**src/rtl/irq_gate_pkg.sv**
```systemverilog
package irq_gate_pkg;
  localparam int CTL_W       = 8;
  localparam int CTL_IGE_BIT = 0;
  localparam int CTL_INS_BIT = 1;

  typedef struct packed {
    logic ins;
    logic ige;
  } ctl_bits_t;

  function automatic logic [CTL_W-1:0] pack_ctl(ctl_bits_t c);
    logic [CTL_W-1:0] v;
    v = '0;
    v[CTL_IGE_BIT] = c.ige;
    v[CTL_INS_BIT] = c.ins;
    return v;
  endfunction
endpackage

```
**src/rtl/irq_prio_enc.sv**
```systemverilog
module irq_prio_enc #(
  parameter int NSRC  = 8,
  parameter int SRC_W = (NSRC > 1) ? $clog2(NSRC) : 1
) (
  input  logic [NSRC-1:0]  req,
  input  logic [NSRC-1:0]  en,
  output logic             any_o,
  output logic [SRC_W-1:0] idx_o
);
  logic [NSRC-1:0] live;

  generate
    for (genvar g = 0; g < NSRC; g++) begin : g_mask
      assign live[g] = req[g] & en[g];
    end
  endgenerate

  // Lowest index wins: scan from the top down, last hit overrides.
  always_comb begin
    idx_o = '0;
    for (int i = NSRC - 1; i >= 0; i--) begin
      if (live[i]) idx_o = SRC_W'(i);
    end
  end

  assign any_o = |live;
endmodule

```
**src/rtl/irq_ctl_reg.sv**
```systemverilog
module irq_ctl_reg
  import irq_gate_pkg::*;
(
  input  logic             clk,
  input  logic             rst_n,
  input  logic             wr_en,
  input  logic [CTL_W-1:0] wr_data,
  input  logic             ack,
  input  logic             reti,
  output ctl_bits_t        ctl_d,
  output ctl_bits_t        ctl_q
);
  always_comb begin
    ctl_d = ctl_q;
    if (wr_en) begin
      ctl_d.ige = wr_data[CTL_IGE_BIT];
      ctl_d.ins = wr_data[CTL_INS_BIT];
    end
    if (reti) ctl_d.ins = 1'b0;
    if (ack)  ctl_d.ins = 1'b1;
  end

  always_ff @(posedge clk or negedge rst_n) begin
    if (!rst_n) begin
      ctl_q <= '0;
    end else begin
      ctl_q <= ctl_d;
    end
  end

  AST_ACK_SETS_INS: assert property (@(posedge clk) disable iff (!rst_n)
    ack |=> ctl_q.ins);
  AST_ACK_BEATS_CLEAR: assert property (@(posedge clk) disable iff (!rst_n)
    (ack && (reti || (wr_en && !wr_data[CTL_INS_BIT]))) |=> ctl_q.ins);
  AST_RETI_CLEARS: assert property (@(posedge clk) disable iff (!rst_n)
    (reti && !ack) |=> !ctl_q.ins);
  AST_IGE_HOLD: assert property (@(posedge clk) disable iff (!rst_n)
    !wr_en |=> $stable(ctl_q.ige));
endmodule

```
**src/rtl/irq_gate.sv**
```systemverilog
module irq_gate
  import irq_gate_pkg::*;
#(
  parameter int NSRC  = 8,
  parameter int SRC_W = (NSRC > 1) ? $clog2(NSRC) : 1
) (
  input  logic             clk,
  input  logic             rst_n,
  input  logic [NSRC-1:0]  irq_req,
  input  logic [NSRC-1:0]  irq_en,
  input  logic             ack_i,
  input  logic             reti_i,
  input  logic             wr_en,
  input  logic [7:0]       wr_data,
  output logic [7:0]       ctl_rd,
  output logic             take_o,
  output logic [SRC_W-1:0] src_idx_o
);
  logic             any_live;
  logic [SRC_W-1:0] win_idx;
  ctl_bits_t        ctl_d, ctl_q;
  logic             take_d, take_q;
  logic [SRC_W-1:0] idx_d, idx_q;

  irq_prio_enc #(.NSRC(NSRC), .SRC_W(SRC_W)) u_enc (
    .req   (irq_req),
    .en    (irq_en),
    .any_o (any_live),
    .idx_o (win_idx)
  );

  irq_ctl_reg u_ctl (
    .clk     (clk),
    .rst_n   (rst_n),
    .wr_en   (wr_en),
    .wr_data (wr_data),
    .ack     (ack_i),
    .reti    (reti_i),
    .ctl_d   (ctl_d),
    .ctl_q   (ctl_q)
  );

  // Gate against the register state that will hold after this edge.
  always_comb begin
    take_d = any_live & ctl_d.ige & ~ctl_d.ins;
    idx_d  = idx_q;
    if (ack_i) idx_d = win_idx;
  end

  always_ff @(posedge clk or negedge rst_n) begin
    if (!rst_n) begin
      take_q <= 1'b0;
      idx_q  <= '0;
    end else begin
      take_q <= take_d;
      idx_q  <= idx_d;
    end
  end

  assign ctl_rd    = pack_ctl(ctl_q);
  assign take_o    = take_q;
  assign src_idx_o = idx_q;

  AST_TAKE_NEEDS_IGE: assert property (@(posedge clk) disable iff (!rst_n)
    take_o |-> ctl_rd[CTL_IGE_BIT]);
  AST_TAKE_BLOCKED_INS: assert property (@(posedge clk) disable iff (!rst_n)
    take_o |-> !ctl_rd[CTL_INS_BIT]);
  AST_TAKE_DROPS_AFTER_ACK: assert property (@(posedge clk) disable iff (!rst_n)
    ack_i |=> !take_o);
  AST_RSVD_ZERO: assert property (@(posedge clk) disable iff (!rst_n)
    ctl_rd[7:2] == '0);
  AST_PRIO_LOWEST: assert property (@(posedge clk) disable iff (!rst_n)
    any_live |-> (irq_req[win_idx] && irq_en[win_idx]
                  && ((irq_req & irq_en & ((NSRC'(1) << win_idx) - NSRC'(1))) == '0)));
endmodule

```
**config.mk**
```make
export PLATFORM = sky130hd
export DESIGN_NAME = irq_gate
export DESIGN_NICKNAME = d
export VERILOG_FILES = /design/src/rtl/irq_gate_pkg.sv /design/src/rtl/irq_prio_enc.sv /design/src/rtl/irq_ctl_reg.sv /design/src/rtl/irq_gate.sv
export SDC_FILE = /design/constraint.sdc
export NUM_CORES = 1
export LEC_CHECK = 0
export ABC_CLOCK_PERIOD_IN_PS = 3000
export BUFFER_PORTS_ARGS = -buffer_cell sky130_fd_sc_hd__buf_2
export CAP_MARGIN = 20
export CORE_AREA = 2 2 39 41
export DETAILED_ROUTE_END_ITERATION = 16
export DIE_AREA = 0 0 41 43
export GPL_TIMING_DRIVEN = 0
export PLACE_DENSITY = 0.69
export SLEW_MARGIN = 20
export SYNTH_ARGS = -nofsm -noshare
export SYNTH_HDL_FRONTEND = slang
export SYNTH_HIERARCHICAL = 1
export SYNTH_SLANG_ARGS = --single-unit
```
**constraint.sdc**
```tcl
create_clock -name clk -period 3 [get_ports clk]
set_clock_uncertainty 0.2 [all_clocks]
set_input_delay 0.15 -clock clk [delete_from_list [all_inputs] [get_ports clk]]
set_output_delay 0.15 -clock clk [all_outputs]
set_load 0.02 [all_outputs]
```
# Word-level counts from Yosys, hierarchy flattened

Index checks and enable logic that the tools add are counted.

Register bits after elaboration: 6
Bits in latches: 0
Memory bits (writable): 0
ROM bits: 0
Output and inout port bits: 12
Memories: 0

Add/sub/neg operators: 0
Multiply operators: 0
Divide/modulo/power cells: 0
Order comparisons: 0
Eq/ne operators: 0
Shift-type cells: 0
Multiplexer cells: 11
Bitwise logic cells: 11
Reductions and logical operators: 1

Operators by type and width:

| kind            | number |
|---|---|
| $mux 3          | 8 |
| $and 1x1->1     | 10 |
| $reduce_or 8->1 | 1 |
| $mux 1          | 2 |
| $mux 2          | 1 |
| $not 1->1       | 1 |

# Longest topological paths before layout

Gate-level depths: netlist of the first run.

Depth in word-level cells: 9
Mapped depth: 4

# Cells and area by module

Netlist of the first run, hierarchy kept.

By module, submodules not included:

| module       | times used | cells an instance | area each (µm²) |
|---|---|---|---|
| irq_gate     | 1          | 15                | 191.4 |
| irq_prio_enc | 1          | 19                | 125.1 |
| irq_ctl_reg  | 1          | 5                 | 78.8 |

# Worst setup path before layout of the first run

No wires, ideal clock.

Path kind: input port to flip-flop
Start: in irq_req[7]
End: reg idx_q[1] (netlist: src_idx_o[1])
Library setup time: 125 ps
Arrival time: 891 ps
Required time: 2,675 ps
Path slack: 1,784 ps
Cell stages on the path: 4
Cells stage by stage: a22o_1 -> a221oi_2 -> a221oi_1 -> mux2_2

Word-level cells in the longest chain between the ends: 9

RTL lines:

| item                 | RTL line           | source |
|---|---|---|
| start, declared      | irq_gate.sv:9      | `input logic [NSRC-1:0] irq_req,` |
| $and 1x1->1          | irq_prio_enc.sv:14 | `assign live[g] = req[g] & en[g];` |
| $mux 3 (8 in series) | irq_prio_enc.sv:22 | `if (live[i]) idx_o = SRC_W'(i);` |
| net win_idx[1]       | irq_gate.sv:20     | `logic [SRC_W-1:0] win_idx;` |
| end signal, assigned | irq_gate.sv:56     | `idx_q <= idx_d;` |
| end, declared        | irq_gate.sv:23     | `logic [SRC_W-1:0] idx_d, idx_q;` |

The timed path passes the listed nets, and every way through them passes these cells.
A chain may end at the register's enable or synchronous reset.

==> run metrics, run 1 <==
Netlist cell types=20; status=finished, final reports clean; power density cells=approximately 390 mW/mm²; gr ovfl total=0; Antenna diodes=0; I/O pin cnt=slightly above 40; Setup Viol. Count Final=0; CTS root buf=clkbuf_4; CP most frequent cell=dlygate4sd3_1; achievable frequency=591 MHz; Initial Util=0.286; met2 wire len=461 µm; routability cong.=about 0.65; CP max stage delay=about 0.56 ns; GRT Total Usage=0.134; Worst VDD drop=about 160 µV; antenna-violating nets left=0; initial antenna violation count=0; Final Total Pwr=roughly 0.00026 W; clock buffer depth=2; Crit path max-delay family=buffers and inverters; largest net degree at the start of global routing=7; utilization after layout=0.475; final worst-path cycle share=0.564; total number of vias=between 400 and 500; placed cell area=approximately 570 µm²; Die W=a little over 40 µm; #FFs+latches synth=6; DR top layer=met4; Seq/Total Area, Yosys=0.380; final wirelength=approximately 940 µm; row cnt=14; CP Capture Type=flip-flop; Die Ht=approximately 43 µm; design area=~660 µm²; Critical Path, Cell by Cell=dlygate4sd3_1 -> buf_2 -> mux2_2 -> dlygate4sd3_1; crit path kind=in2reg; clock-pin slew on the worst setup and hold paths=0.05 ns; Port Buf Inserts=28; post-CTS setup buffer count=0; DRC errors left=0; Cell Count, Final, Fillers Out=between 90 and 100; Vias/cell=roughly 4.5; WL met1=~350 µm; Lkg Pwr=approximately 0.35 nW; first-pass GRT wire length=1.50 mm; Syn Area/Cell=~10 µm²; Critical path buffers and inverters=3; minimum clock period=~1.7 ns; R2R depth=2; CP arrival=roughly 1.6 ns; CP Launch Type=input port; nets=~110; H-tree levels=1; RSZ-0062 raised after global routing=false; post-cts resize count=0; cell area after synthesis=just under 400 µm²; share of cells above drive strength 1=0.531; Layout area overhead=66.1%; wire per inst=9.72 µm; WP depth=4; worst skew pair latency=0.25 ns; TritonCTS buffer count=3; worst-path fanout max=2; first drt pass iteration count=1; CP max stage cell=dlygate4sd3_1; final hold violations=0; clock sink count=6; synth warn=6; DRT iter0 DRCs=0; Synth Instances=39; met3 WL=109 µm; HP Class=in2async; cell count after placement=88; CTS tree=yes; Pins Over Slew Limit=0; die area=0.00176 mm²; core area=between 0.001 and 0.0015 mm²; max-cap viol count=0; number of global-route vias before repair=429; Setup TNS=0 ns; Req. time, crit path=approximately 2.9 ns; fillcell total=between 100 and 150
registers in the layout (all words and copies together), names as in the netlist:
name         flops
src_idx_o        3
take_o           1
u_ctl/ctl_q      2
cells in the mapped netlist:
master | instances | area, µm²
a221oi_1 | 1 | 8.76
a221oi_2 | 1 | 15.0
a22o_1 | 1 | 8.76
a22oi_1 | 1 | 7.51
a22oi_2 | 1 | 12.5
a32oi_1 | 2 | 17.5
and2_1 | 1 | 6.26
and3b_1 | 1 | 8.76
buf_4 | 6 | 45.0
conb_1 | 1 | 3.75
dfrtp_1 | 6 | 150
mux2_2 | 4 | 45.0
mux2i_1 | 1 | 10.0
nand2_1 | 6 | 22.5
nand3_1 | 1 | 5.00
nand4_1 | 1 | 6.26
nor2_1 | 1 | 3.75
nor2b_1 | 1 | 6.26
o21ai_1 | 1 | 5.00
o21bai_1 | 1 | 7.51
per-layer routing:
layer  vias up  global-route usage
met5         -                   0
met4         0              0.0800
met3         3              0.0942
met2        21               0.206
met1       197               0.122
li1        219                   -
cell usage in the layout (no fill, tap or decap), types with 2 or more instances in the layout:
| cell | instances |
|---|---|
| clkbuf_4 | 3 |
| conb_1 | 6 |
| buf_4 | 6 |
| mux2_2 | 4 |
| dlygate4sd3_1 | 6 |
| buf_2 | 28 |
| dfrtp_1 | 6 |
| a32oi_1 | 2 |
| nand2_1 | 6 |
metrics by stage:
step | hold WS (ns) | worst slack (ns)
6_report | 0.0532 | 1.31
5_1_grt | 0.0717 | 1.28
4_1_cts | 0.0436 | 1.33
3_5_place_dp | -0.220 | 1.61
3_3_place_gp | -0.225 | 1.61
2_1_floorplan | -0.346 | 1.78
report_power, final:
group,leakage [nW],switching [W],internal [W]
Combinational,0.266,0.0000441,0.0000438
Clock,0.0138,0.0000310,0.0000454
Sequential,0.0736,0.00000360,0.0000902
Total,0.353,0.0000787,0.000179
final cells by class:
cell class / count / area, µm² / area share
sequential: 6 / 150 / 0.229
tap: 16 / 20.0 / 0.0305
clock buffer: 3 / 22.5 / 0.0343
buffer: 6 / 45.0 / 0.0686
timing repair buffer: 34 / 200 / 0.305
multi-input combinational: 32 / 219 / 0.333
cells by family (layout without fill, tap and decap cells):
kind of cell | Yosys count | in the layout | share of synthesized area
mux | 5 | 5 | 0.139
compound gates | 9 | 9 | 0.209
simple gates | 12 | 12 | 0.149
other cells | 1 | 6 | 0.00948
flops | 6 | 6 | 0.380
buf+inv | 6 | 43 | 0.114
repair_timing:
| action | in CTS | in global routing |
|---|---|---|
| endpoints found under the hold margin | 11 | 0 |
| hold buffers | 6 | 0 |
| endpoints found under the setup margin | 0 | 0 |
final timing paths:
check	end	slack, ns	startpoint
min in group clk	take_o	0.10	irq_en[3]
worst min-delay path	u_ctl/ctl_q[1]	0.05	rst_n
max in group asynchronous	src_idx_o[1]	2.41	rst_n
worst max register to register	u_ctl/ctl_q[0]	1.48	u_ctl/ctl_q[0]
worst min register to register	src_idx_o[1]	0.30	src_idx_o[1]
worst max-delay path	u_ctl/ctl_q[0]	1.31	wr_data[0]
No activity file was read; power rests on OpenSTA's default activity.
==> run 2: changes to the inputs <==
Settings changed: ABC_CLOCK_PERIOD_IN_PS 3000 to 1630.
Clock period 3 ns to 1.63 ns, I/O delays scaled along.
==> run 2 against run 1 <==
  * First-iteration DRC count stayed put
  * Clock power up 83%
  * Critical path depth stayed put
  * Die area did not move
  * Critical endpoint is now u_ctl/ctl_q[1]
==> run metrics, run 2 (synthesized netlist as in run 1, its figures left out) <==
CP Capture Type=flip-flop; I/O pin cnt=41; Lkg Pwr=roughly 0.36 nW; minimum clock period=approximately 1.5 ns; origin of the critical flop-to-flop path=u_ctl/ctl_q[1]; worst skew pair latency=~0.25 ns; Setup Viol. Count Final=0; Vias/cell=approximately 4.5; Worst Hold End=take_o; antenna-violating nets left=0; core area=0.00138 mm²; die area=around 0.0018 mm²; Worst VDD drop=between 300 and 400 µV; placed cell area=between 500 and 600 µm²; Critical Path, Cell by Cell=dlygate4sd3_1 -> buf_2 -> o21bai_1 -> dlygate4sd3_1; DRT iter0 DRCs=0; final worst-path cycle share=0.940; status=finished, final reports clean; commonest non-fill, non-tap cell in the layout=buf_2; gr ovfl total=0; row cnt=14; CP arrival=1.47 ns; first drt pass iteration count=1; nets=113; GRT Total Usage=0.135; crit path kind=in2reg; initial antenna violation count=0; achievable frequency=653 MHz; Pins Over Slew Limit=0; Port Buf Inserts=28; Layout area overhead=68.7%; largest net degree at the start of global routing=7; DRC errors left=0; met3 WL=109 µm; DR top layer=met4; Place WS=between 0.3 and 0.4 ns; worst reg2reg setup slack=0.17 ns; CP most frequent cell=dlygate4sd3_1; final worst setup slack=about 0.098 ns; Die W=approximately 41 µm; Initial Util=0.286; TritonCTS buffer count=3; R2R Path End=u_ctl/ctl_q[1]; CTS tree=yes; wire per inst=slightly below 10 µm; CP max stage cell=dlygate4sd3_1; HP Class=in2reg; WHS Path Cells=4; routability cong.=0.654; H-tree levels=1; worst-path fanout max=4; clock sink count=6; final wirelength=around 940 µm; Antenna diodes=0; R2R depth=3; clock buffer depth=2; power density cells=around 710 mW/mm²; WL met1=358 µm; CTS root buf=clkbuf_4; Setup TNS=0 ns; commonest non-fill, non-tap cells in the layout=buf_2, dlygate4sd3_1; Die Ht=approximately 43 µm; clock-pin slew on the worst setup and hold paths=approximately 0.040 ns; CP max stage delay=between 0.5 and 0.6 ns; total number of vias=439; final hold violations=0; Req. time, crit path=approximately 1.6 ns; design area=around 670 µm²; met2 wire len=approximately 460 µm; RSZ-0062 raised after global routing=false; max-cap viol count=0; CP Launch Type=input port; Final Total Pwr=approximately 0.00047 W; number of global-route vias before repair=around 430; share of cells above drive strength 1=0.524; hold wc startpoint=irq_en[3]; max reg flops=3; first-pass GRT wire length=1.51 mm
## run 2: changes by cell type in the layout (fill, tap and decap cells not counted)
cell / change
dlygate4sd3_1: +1
## run 2: layer usage
| layer | vias to the layer above | global-route usage |
|---|---|---|
| met3 | 3 | 0.0942 |
| met4 | 0 | 0.0800 |
| met1 | 194 | 0.125 |
| li1 | 221 | - |
| met5 | - | 0 |
| met2 | 21 | 0.206 |
## run 2: worst max-delay path by stage
stage,cells after the start,endpoint,from,slack (ns)
after global routing,4,u_ctl/ctl_q[1],ack_i,0.06
after detailed placement,5,src_idx_o[1],irq_req[7],0.31
final,4,u_ctl/ctl_q[1],ack_i,0.1
after CTS,4,u_ctl/ctl_q[0],wr_data[0],0.02
after floorplan,2,take_o,u_ctl/ctl_q[0],0.43
after global placement,5,src_idx_o[1],irq_req[7],0.31
## run 2: power breakdown
group	internal, W	total, W	switching [W]
logic	0.0000806	0.000161	0.0000807
registers	0.000166	0.000173	0.00000665
clock network	0.0000834	0.000140	0.0000564
## run 2: final cells by class
cell class | instances | area (µm²)
clock buffers | 3 | 22.5
repair buffers | 35 | 210
well taps | 16 | 20.0
fillers | 142 | 717
multi-input cells | 32 | 219
plain buffers | 6 | 45.0
flip-flops and latches | 6 | 150
## run 2: worst max-delay path: cells and delay by family
family / cells / cell delay, ns
buffers and inverters: 3 / 1.22
AOI/OAI and AO/OA: 1 / 0.16
## run 2: stage by stage
stage,util,hold WS [ns],cells
after floorplan,-,-0.414,44
after global placement,0.415,-0.293,88
after detailed placement,0.415,-0.289,88
after CTS,0.482,0.0285,98
after global routing,0.482,0.0705,98
final,0.482,0.0342,98
## run 2: timing repair
item,4_1_cts,5_1_grt
endpoints found under the hold margin,11,1
setup endpoints to repair,0,1
gates resized for setup,0,0
buffers inserted,0,0
hold buffers,7,1
==> run 3: changes to the inputs <==
Settings changed: CELL_PAD_IN_SITES_DETAIL_PLACEMENT set to 2, CELL_PAD_IN_SITES_GLOBAL_PLACEMENT set to 2, CORE_AREA 2 2 39 41 to unset, CORE_ASPECT_RATIO set to 0.75, CORE_MARGIN set to 2, CORE_UTILIZATION set to 16, DIE_AREA 0 0 41 43 to unset, PLACE_DENSITY 0.69 to 0.74.
==> run 3 against run 2 <==
  * First-iteration DRC count increased by 1
  * Highest routed layer is now met3
  * Non-clock buffer count did not move
  * Sequential share of layout area fell by 0.74 points
  * Critical path depth did not move
  * Via count rose by 4.3%
  * Largest cell class unchanged
==> run metrics, run 3 (synthesized netlist as in run 1, its figures left out) <==
Critical Path, Cell by Cell=dlygate4sd3_1 -> buf_2 -> o21bai_1 -> dlygate4sd3_1; die area=slightly below 0.003 mm²; worst-path fanout max=4; commonest non-fill, non-tap cells in the layout=buf_2, dlygate4sd3_1; Pins Over Slew Limit=0; final wirelength=between 1 and 1.5 mm; CP arrival=around 1.5 ns; origin of the critical flop-to-flop path=u_ctl/ctl_q[1]; R2R Path End=u_ctl/ctl_q[1]; clock buffer depth=2; achievable frequency=629 MHz; Lkg Pwr=0.357 nW; post-CTS setup buffer count=0; Initial Util=0.170; I/O pin cnt=41; design area=689 µm²; total number of vias=458; Antenna diodes=0; row cnt=15; antenna-violating nets left=0; initial antenna violation count=0; Req. time, crit path=1.55 ns; DRC errors left=0; CP max stage delay=between 0.5 and 0.6 ns; number of global-route vias before repair=around 440; WHS Path Cells=4; Setup TNS=0 ns; final worst-path cycle share=0.975; TritonCTS buffer count=3; DRT iter0 DRCs=1; R2R depth=3; Vias/cell=between 3 and 4; max-cap viol count=0; utilization after layout=0.296; CP most frequent cell=dlygate4sd3_1; hold wc startpoint=irq_en[1]; Layout area overhead=74.4%; gr ovfl total=0; max reg flops=3; CTS tree=yes; first-pass GRT wire length=around 1.9 mm; commonest non-fill, non-tap cell in the layout=buf_2; first drt pass iteration count=2; GRT Total Usage=0.0960; worst skew pair latency=~0.24 ns; minimum clock period=1.59 ns; CP Capture Type=flip-flop; core area=0.00233 mm²; Die W=61.4 µm; placed cell area=597 µm²; share of cells above drive strength 1=0.524; crit path kind=in2reg; power density cells=~690 mW/mm²; Die Ht=47.1 µm; final hold violations=0; worst reg2reg setup slack=~0.11 ns; Setup Viol. Count Final=0; Port Buf Inserts=28; HP Class=in2reg; RSZ-0062 raised after global routing=false; clock-pin slew on the worst setup and hold paths=around 0.05 ns; CTS root buf=clkbuf_4; H-tree levels=1; routability cong.=slightly above 0.7; clock sink count=6; wire per inst=11.6 µm; CP Launch Type=input port; status=finished, final reports clean; CP max stage cell=dlygate4sd3_1; largest net degree at the start of global routing=7; post-cts resize count=0; nets=around 110; Worst VDD drop=between 150 and 200 µV; Worst Hold End=take_o
==> run 3: worst max path at each step <==
stage	from	endpoint	slack [ns]
2_1_floorplan	u_ctl/ctl_q[0]	take_o	0.43
3_3_place_gp	irq_req[7]	src_idx_o[1]	0.30
3_5_place_dp	irq_req[7]	src_idx_o[1]	0.26
4_1_cts	wr_data[0]	u_ctl/ctl_q[0]	0.008
5_1_grt	ack_i	u_ctl/ctl_q[1]	0.02
6_report	ack_i	u_ctl/ctl_q[1]	0.04
==> run 3: critical path: cells and delay by family <==
| kind | cells | cell delay (ns) |
|---|---|---|
| buffers and inverters | 3 | 1.27 |
| AO/OA/AOI/OAI | 1 | 0.17 |
==> run 3: final cells by class <==
type	count	area, µm²
plain buffers	6	45.0
multi-input cells	32	219
repair buffers	35	210
flip-flops and latches	6	150
fillers	284	1640
clock buffers	3	22.5
well taps	34	42.5
==> run 3: what timing repair did <==
item	in CTS	in global routing
setup endpoints to repair	0	1
hold endpoints to repair	11	1
hold buffers	7	1
==> run 3: layer usage <==
layer / GRT usage / vias up / share of wire
met2: 0.183 / 20 / 0.55
met4: 0.0383 / 0 / 0
met5: 0 / - / 0
met1: 0.107 / 218 / 0.38
li1: - / 220 / -
met3: 0.0165 / 0 / 0.068
==> run 3: stage by stage <==
step	hold slack [ns]	instances	worst slack [ns]	power, W
after floorplan	-0.414	44	0.431	0.000263
after global placement	-0.290	106	0.298	0.000325
after detailed placement	-0.285	106	0.263	0.000329
after CTS	0.0617	116	0.00806	0.000488
after global routing	0.118	116	0.0176	0.000512
final	0.0637	116	0.0404	0.000479
==> run 3: power breakdown <==
part           leakage [nW]  switching (W)  internal (W)
Combinational         0.270      0.0000872     0.0000807
Clock                0.0138      0.0000543     0.0000834
Sequential           0.0736     0.00000733      0.000166
Total                 0.357       0.000149      0.000330
